### src/rtl/wiper_pkg.sv
package wiper_pkg;

    localparam int BYTE_W = 8;

    localparam logic [BYTE_W-1:0] CMD_LOAD_W0   = 8'hA9;
    localparam logic [BYTE_W-1:0] CMD_LOAD_W1   = 8'hAA;
    localparam logic [BYTE_W-1:0] CMD_LOAD_BOTH = 8'hAF;

    typedef enum logic [2:0] {
        ST_IDLE,
        ST_RX,
        ST_ACK_WAIT,
        ST_ACK,
        ST_TX,
        ST_MACK
    } slv_state_e;

    typedef enum logic [1:0] {
        PH_CTRL,
        PH_CMD,
        PH_DATA
    } rx_phase_e;

    typedef enum logic [1:0] {
        WM_W0_ROLL,
        WM_W1_ONLY,
        WM_BOTH
    } wr_mode_e;

    typedef struct packed {
        logic start;
        logic stop;
        logic rise;
        logic fall;
        logic scl;
        logic sda;
    } bus_evt_t;

    function automatic logic ctrl_hit(input logic [BYTE_W-1:0] b,
                                      input logic [3:0] code,
                                      input logic [2:0] strap);
        return (b[7:4] == code) && (b[3:1] == strap);
    endfunction

    function automatic logic cmd_known(input logic [BYTE_W-1:0] b);
        return (b == CMD_LOAD_W0) || (b == CMD_LOAD_W1) || (b == CMD_LOAD_BOTH);
    endfunction

    function automatic wr_mode_e cmd_mode(input logic [BYTE_W-1:0] b);
        if (b == CMD_LOAD_W1)
            return WM_W1_ONLY;
        else if (b == CMD_LOAD_BOTH)
            return WM_BOTH;
        return WM_W0_ROLL;
    endfunction

endpackage

### src/rtl/line_filter.sv
module line_filter #(
    parameter int SYNC_STAGES = 2,
    parameter int FILT_CYCLES = 12
) (
    input  logic clk,
    input  logic rst,
    input  logic raw_i,
    output logic clean_o
);
    localparam int CNT_W = $clog2(FILT_CYCLES + 1);

    logic [SYNC_STAGES-1:0] sync_q;
    logic [CNT_W-1:0]       run_q;
    logic                   settled;

    assign settled = sync_q[SYNC_STAGES-1];

    always_ff @(posedge clk) begin
        if (rst) begin
            sync_q  <= '1;
            run_q   <= '0;
            clean_o <= 1'b1;
        end else begin
            sync_q <= {sync_q[SYNC_STAGES-2:0], raw_i};
            if (settled == clean_o) begin
                run_q <= '0;
            end else if (run_q == CNT_W'(FILT_CYCLES - 1)) begin
                clean_o <= settled;
                run_q   <= '0;
            end else begin
                run_q <= run_q + 1'b1;
            end
        end
    end


    filt_settled_chk: assert property (@(posedge clk) disable iff (rst)
        !$stable(clean_o) |-> ($past(settled, 1) == $past(settled, 2)));

endmodule

### src/rtl/bus_event_detect.sv
module bus_event_detect
    import wiper_pkg::*;
(
    input  logic     clk,
    input  logic     rst,
    input  logic     scl_c,
    input  logic     sda_c,
    output bus_evt_t evt_o
);
    logic scl_q;
    logic sda_q;

    always_ff @(posedge clk) begin
        if (rst) begin
            scl_q <= 1'b1;
            sda_q <= 1'b1;
        end else begin
            scl_q <= scl_c;
            sda_q <= sda_c;
        end
    end

    always_comb begin
        evt_o.start = scl_c && scl_q && sda_q && !sda_c;
        evt_o.stop  = scl_c && scl_q && !sda_q && sda_c;
        evt_o.rise  = scl_c && !scl_q;
        evt_o.fall  = !scl_c && scl_q;
        evt_o.scl   = scl_c;
        evt_o.sda   = sda_c;
    end

endmodule

### src/rtl/wiper_slave_fsm.sv
module wiper_slave_fsm
    import wiper_pkg::*;
#(
    parameter logic [3:0] DEV_CODE = 4'b0101
) (
    input  logic              clk,
    input  logic              rst,
    input  bus_evt_t          evt,
    input  logic [2:0]        strap,
    output logic [BYTE_W-1:0] wiper0_o,
    output logic [BYTE_W-1:0] wiper1_o,
    output logic              sda_pull_o
);
    localparam int BIT_W = $clog2(BYTE_W);

    slv_state_e         state_q;
    rx_phase_e          phase_q;
    wr_mode_e           mode_q;
    logic               is_read_q;
    logic               ack_go_q;
    logic               rd_sel_q;
    logic [1:0]         data_idx_q;
    logic [BIT_W-1:0]   bit_q;
    logic [BYTE_W-1:0]  shift_q;
    logic [BYTE_W-1:0]  rx_byte;
    logic [BYTE_W-1:0]  tx_next;

    assign rx_byte = {shift_q[BYTE_W-2:0], evt.sda};
    assign tx_next = rd_sel_q ? wiper1_o : wiper0_o;

    always_ff @(posedge clk) begin
        if (rst) begin
            state_q    <= ST_IDLE;
            phase_q    <= PH_CTRL;
            mode_q     <= WM_W0_ROLL;
            is_read_q  <= 1'b0;
            ack_go_q   <= 1'b0;
            rd_sel_q   <= 1'b0;
            data_idx_q <= '0;
            bit_q      <= '0;
            shift_q    <= '0;
            wiper0_o   <= '0;
            wiper1_o   <= '0;
            sda_pull_o <= 1'b0;
        end else if (evt.stop) begin
            state_q    <= ST_IDLE;
            sda_pull_o <= 1'b0;
        end else if (evt.start) begin
            state_q    <= ST_RX;
            phase_q    <= PH_CTRL;
            bit_q      <= '0;
            sda_pull_o <= 1'b0;
        end else begin
            unique case (state_q)
                ST_RX: if (evt.rise) begin
                    shift_q <= rx_byte;
                    bit_q   <= bit_q + 1'b1;
                    if (bit_q == BIT_W'(BYTE_W - 1)) begin
                        state_q <= ST_ACK_WAIT;
                        unique case (phase_q)
                            PH_CTRL: begin
                                ack_go_q   <= ctrl_hit(rx_byte, DEV_CODE, strap);
                                is_read_q  <= rx_byte[0];
                                rd_sel_q   <= 1'b0;
                                data_idx_q <= '0;
                                phase_q    <= PH_CMD;
                            end
                            PH_CMD: begin
                                ack_go_q <= cmd_known(rx_byte);
                                mode_q   <= cmd_mode(rx_byte);
                                phase_q  <= PH_DATA;
                            end
                            default: begin
                                ack_go_q <= 1'b1;
                                if (data_idx_q != 2'd2)
                                    data_idx_q <= data_idx_q + 1'b1;
                                unique case (mode_q)
                                    WM_W0_ROLL: begin
                                        if (data_idx_q == 2'd0) wiper0_o <= rx_byte;
                                        if (data_idx_q == 2'd1) wiper1_o <= rx_byte;
                                    end
                                    WM_W1_ONLY: begin
                                        if (data_idx_q == 2'd0) wiper1_o <= rx_byte;
                                    end
                                    default: begin
                                        if (data_idx_q == 2'd0) begin
                                            wiper0_o <= rx_byte;
                                            wiper1_o <= rx_byte;
                                        end
                                    end
                                endcase
                            end
                        endcase
                    end
                end
                ST_ACK_WAIT: if (evt.fall) begin
                    if (ack_go_q) begin
                        sda_pull_o <= 1'b1;
                        state_q    <= ST_ACK;
                    end else begin
                        state_q <= ST_IDLE;
                    end
                end
                ST_ACK: if (evt.fall) begin
                    bit_q <= '0;
                    if (is_read_q) begin
                        shift_q    <= tx_next;
                        sda_pull_o <= ~tx_next[BYTE_W-1];
                        state_q    <= ST_TX;
                    end else begin
                        sda_pull_o <= 1'b0;
                        state_q    <= ST_RX;
                    end
                end
                ST_TX: if (evt.fall) begin
                    if (bit_q == BIT_W'(BYTE_W - 1)) begin
                        sda_pull_o <= 1'b0;
                        state_q    <= ST_MACK;
                    end else begin
                        bit_q      <= bit_q + 1'b1;
                        shift_q    <= {shift_q[BYTE_W-2:0], 1'b0};
                        sda_pull_o <= ~shift_q[BYTE_W-2];
                    end
                end
                ST_MACK: begin
                    if (evt.rise) begin
                        if (evt.sda)
                            state_q <= ST_IDLE;
                        else
                            rd_sel_q <= ~rd_sel_q;
                    end else if (evt.fall) begin
                        bit_q      <= '0;
                        shift_q    <= tx_next;
                        sda_pull_o <= ~tx_next[BYTE_W-1];
                        state_q    <= ST_TX;
                    end
                end
                default: ;
            endcase
        end
    end


    wiper_reset_chk: assert property (@(posedge clk)
        rst |=> (wiper0_o == '0) && (wiper1_o == '0) && !sda_pull_o);


    pull_scl_low_chk: assert property (@(posedge clk) disable iff (rst)
        $rose(sda_pull_o) |-> !evt.scl);


    idle_quiet_chk: assert property (@(posedge clk) disable iff (rst)
        (state_q == ST_IDLE) |-> !sda_pull_o);


    wiper0_edge_chk: assert property (@(posedge clk) disable iff (rst)
        !$stable(wiper0_o) |-> $past(evt.rise));


    wiper1_edge_chk: assert property (@(posedge clk) disable iff (rst)
        !$stable(wiper1_o) |-> $past(evt.rise));


    nack_release_chk: assert property (@(posedge clk) disable iff (rst)
        (state_q == ST_MACK && evt.rise && evt.sda && !evt.start && !evt.stop)
            |=> !sda_pull_o);

endmodule

### src/rtl/dual_wiper_i2c_ctrl.sv
module dual_wiper_i2c_ctrl
    import wiper_pkg::*;
#(
    parameter int         SYNC_STAGES = 2,
    parameter int         FILT_CYCLES = 12,
    parameter logic [3:0] DEV_CODE    = 4'b0101
) (
    input  logic       clk,
    input  logic       rst,
    input  logic       scl_in,
    input  logic       sda_in,
    input  logic [2:0] addr_strap,
    output logic [7:0] wiper0,
    output logic [7:0] wiper1,
    output logic       sda_pull_low
);
    localparam int N_LINES = 2;

    logic [N_LINES-1:0] raw_lines;
    logic [N_LINES-1:0] clean_lines;
    bus_evt_t           evt;

    assign raw_lines = {scl_in, sda_in};

    for (genvar g = 0; g < N_LINES; g++) begin : g_line
        line_filter #(
            .SYNC_STAGES (SYNC_STAGES),
            .FILT_CYCLES (FILT_CYCLES)
        ) filt_i (
            .clk     (clk),
            .rst     (rst),
            .raw_i   (raw_lines[g]),
            .clean_o (clean_lines[g])
        );
    end

    bus_event_detect evt_i (
        .clk   (clk),
        .rst   (rst),
        .scl_c (clean_lines[1]),
        .sda_c (clean_lines[0]),
        .evt_o (evt)
    );

    wiper_slave_fsm #(
        .DEV_CODE (DEV_CODE)
    ) fsm_i (
        .clk        (clk),
        .rst        (rst),
        .evt        (evt),
        .strap      (addr_strap),
        .wiper0_o   (wiper0),
        .wiper1_o   (wiper1),
        .sda_pull_o (sda_pull_low)
    );

endmodule

### config.mk
export PLATFORM = sky130hd
export DESIGN_NAME = dual_wiper_i2c_ctrl
export DESIGN_NICKNAME = d
export VERILOG_FILES = /design/src/rtl/wiper_pkg.sv /design/src/rtl/line_filter.sv /design/src/rtl/bus_event_detect.sv /design/src/rtl/wiper_slave_fsm.sv /design/src/rtl/dual_wiper_i2c_ctrl.sv
export SDC_FILE = /design/constraint.sdc
export NUM_CORES = 1
export LEC_CHECK = 0
export BUFFER_PORTS_ARGS = -buffer_cell sky130_fd_sc_hd__buf_4
export CAP_MARGIN = 20
export CELL_PAD_IN_SITES_DETAIL_PLACEMENT = 1
export CELL_PAD_IN_SITES_GLOBAL_PLACEMENT = 1
export CORE_MARGIN = 5
export CORE_UTILIZATION = 46
export CTS_CLUSTER_SIZE = 16
export DETAILED_ROUTE_END_ITERATION = 8
export GPL_ROUTABILITY_DRIVEN = 0
export PLACE_DENSITY_LB_ADDON = 0.15
export SLEW_MARGIN = 40
export SYNTH_ARGS = -nofsm -noshare
export SYNTH_HDL_FRONTEND = slang
export SYNTH_SLANG_ARGS = --single-unit
### constraint.sdc
create_clock -name clk -period 2.5 [get_ports clk]
set_clock_uncertainty 0.1 [all_clocks]
set_input_delay 0.125 -clock clk [delete_from_list [all_inputs] [get_ports clk]]
set_output_delay 0.125 -clock clk [all_outputs]
set_load 0.01 [all_outputs]
==> impl_results.md <==
* Status: completed
* Maximum fanout along the worst path at 8
* Antenna Nets Post-Route at 0
* Effective utilization at floorplan at 47.4%
* Die Footprint at 7800 sq um
* Ports at 24
* Lkg Pwr at 1.19 nW
* Area Growth Syn to Fin at 12.6%
* RR Startpoint: fsm_i.bit_q[0]
* Layout cells sized above 1 at between 10% and 20%
* Startpoint Class: flip-flop
* Final-report max-slew violation count at 0
* Reg-to-reg setup timing slack at 150 ps
* DIE WIDTH at 88.3 um
* Number of synthesized register bits at 55
* CP required at 2590 ps
* Hold EP: fsm_i.wiper1_o[6]
* Dpl hpwl at 4880 um
* Setup TNS at 0 ps
* Gr ovfl total at 0
* DRC viols at 0
* Worst Max-Slew Pin Slew at 613 ps
* Post-Syn Nets at 324
* Setup CP Type: flip-flop to flip-flop
* CTS tree: yes
* Root Driver: clkbuf_8
* Via count at between 2000 and 2500
* R2R depth at 8
* Worst slew margin at around three fifths
* Drt first pass iters at 4
* Clock Path Buffers at 2
* First-pass GRT wire length at 11300 um
* Post-synth EDFFs at 0
* Ys Warns at 0
* Fin crit share at 94.0%
* Peak supply drop at 0.294 mV
* Initial antenna violation count at 0
* Port Buffers at 23
* Synth Flop Type: dfxtp_1
* Fmax at approximately 430 MHz
* Unrepaired setup endpoints after global routing: no
* Clock latency at the later pin of the worst-skew pair at around 310 ps
* Post-Syn Area per Cell at 9.19 sq um
* FP Rows at 28
* Yosys cell types at 53
* Final nets at 346
* Gate Count Post-Synth at 307
* Fin Hold WS at ~150 ps
* Hold Crit Start: rst
* Htree depth at 2
* Avg WL per Cell at between 15 and 20 um
* CTS clk-pin slew, worst paths at 100 ps
* Design Area, Final at ~3200 sq um
* Final setup fails at 0
* Die Span Y at 88.3 um
* MaxCap Viol Count at 0
* Hold Path Class: primary input to flip-flop
* CTS Sinks at 55
* Final Critical Period at approximately 2400 ps
* Vias per inst at between 5 and 6
* Fin. Hold Viols at 0
* Critical path arrival at 2440 ps
* ANT cells at 0
* Worst Setup SP: fsm_i.bit_q[0]
* Post-cts resize count at 0
* Pin count of the biggest net entering global routing at 49
* Post-CTS Setup Bufs at 0
* Async set or reset register ratio after synthesis at 0%
* Drt total wl at 6670 um
* Num CTS Buffers at 5
* All-layer global routing usage at 18.7%
* Hold Path Depth at 2
* Reg-to-Reg End: fsm_i.wiper0_o[2]
* Register area share after synthesis at 39.0%
* Placement Cell Area at 3060 sq um
* Power per cell area at 449 nW/um^2
* Area of the mapped netlist at 2820 sq um
* Drt first-iter violations at 135
* Core area at 5960 sq um
* Crit end category: flip-flop
* Vias in the first global route at 2302
repair_timing:
action	4_1_cts	5_1_grt
setup endpoints to repair	0	0
hold endpoints to repair	2	0
hold buffers	2	0
metrics by stage:
stage               worst slack [ps]  instances  power [mW]  utilization, %
floorplan                        313        307       0.920               -
global placement                 322        395       0.931            51.4
detailed placement               191        395       0.932            51.4
CTS                              140        405        1.45            53.3
global route                    11.3        405        1.49            53.3
finish                           150        405        1.43            53.3
placed cells by master (no fill, tap or decap), drive strengths merged, types with 2 or more instances in the layout:
cell	instances
nand3b	4
mux2	13
or2	8
mux2i	26
dfxtp	55
and2b	3
nand4b	3
xnor2	5
o31ai	2
ha	10
o21ai	6
nand2	17
dlygate4sd3	2
nand3	6
a211o	2
nor4	3
clkbuf	5
inv	12
buf	31
a211oi	3
xor2	6
nand4bb	2
a2111oi	2
nand2b	2
a22o	2
nor3	3
nor2	45
a31oi	3
or3	6
o211ai	2
nor2b	7
a21oi	18
or4	2
report_power, final:
| group | switching [mW] | total, mW | internal, mW | leakage (nW) |
|---|---|---|---|---|
| combinational | 0.0180 | 0.0323 | 0.0143 | 0.694 |
| clock | 0.308 | 0.511 | 0.204 | 0.0489 |
| sequential | 0.00190 | 0.881 | 0.880 | 0.444 |
| total | 0.328 | 1.43 | 1.10 | 1.19 |
cell families after synthesis:
family          after synthesis  synth area share, %
simple gates                117                 22.0
xor+xnor                     11                 3.42
mux                          39                 14.4
fa+ha+maj                    10                 4.44
buf+inv                      28                 4.26
compound gates               47                 12.4
flops                        55                 39.0
cells in the mapped netlist (7+ instances only):
cell type  count  share of area (%)
mux2i_1       26                9.2
ha_1          10                4.4
a21oi_1       18                3.2
mux2_2        10                4.0
dfxtp_1       55                 39
or2_2          7                1.6
nor2b_1        7                1.6
inv_1         10                1.3
clkbuf_1      12                1.6
nor2_1        45                6.0
nand2_1       17                2.3
state kept, by name (all words and copies together) (netlist names), 2 cells and up:
name,count
fsm_i.bit_q,3
g_line.filt_i.sync_q,4
fsm_i.state_q,3
fsm_i.data_idx_q,2
fsm_i.wiper0_o,8
g_line.filt_i.run_q,8
fsm_i.phase_q,2
fsm_i.mode_q,2
fsm_i.shift_q,7
fsm_i.wiper1_o,8
g_line.filt_i.clean_o,2
worst max-delay path by stage:
stage                     cells after the start  slack [ps]           endpoint
after floorplan                               9         310  fsm_i.wiper0_o[2]
after global placement                        8         320  fsm_i.wiper0_o[0]
after detailed placement                      8         190  fsm_i.wiper0_o[2]
after CTS                                     8         140  fsm_i.wiper0_o[2]
after global routing                          8          10  fsm_i.wiper0_o[2]
final                                         8         150  fsm_i.wiper0_o[2]
worst max-delay path, stage by stage, from the launching register on:
cell       delay (ps)
dfxtp_1           350
ha_1              160
ha_1              330
nand3b_1          170
a2111oi_4         390
o2111a_1          260
buf_4             200
mux2i_1           210
nor2_1             50
per-layer routing:
layer / up-vias / part of all wire [%] / track usage (%)
li1: 1113 / - / -
met1: 1120 / 49 / 24.3
met2: 32 / 47 / 31.2
met3: 12 / 2.7 / 3.45
met4: 0 / 1.8 / 6.04
met5: - / 0 / 0
cell type report:
cell class,instances,area [sq um]
Inverter,10,37.5
Clock inverter,3,22.5
Fill cell,714,2780
Timing Repair Buffer,33,253
Sequential cell,55,1100
Clock buffer,5,68.8
Tap cell,75,93.8
Multi-Input combinational cell,224,1600
Note: power is estimated with default switching activity, not from simulation.
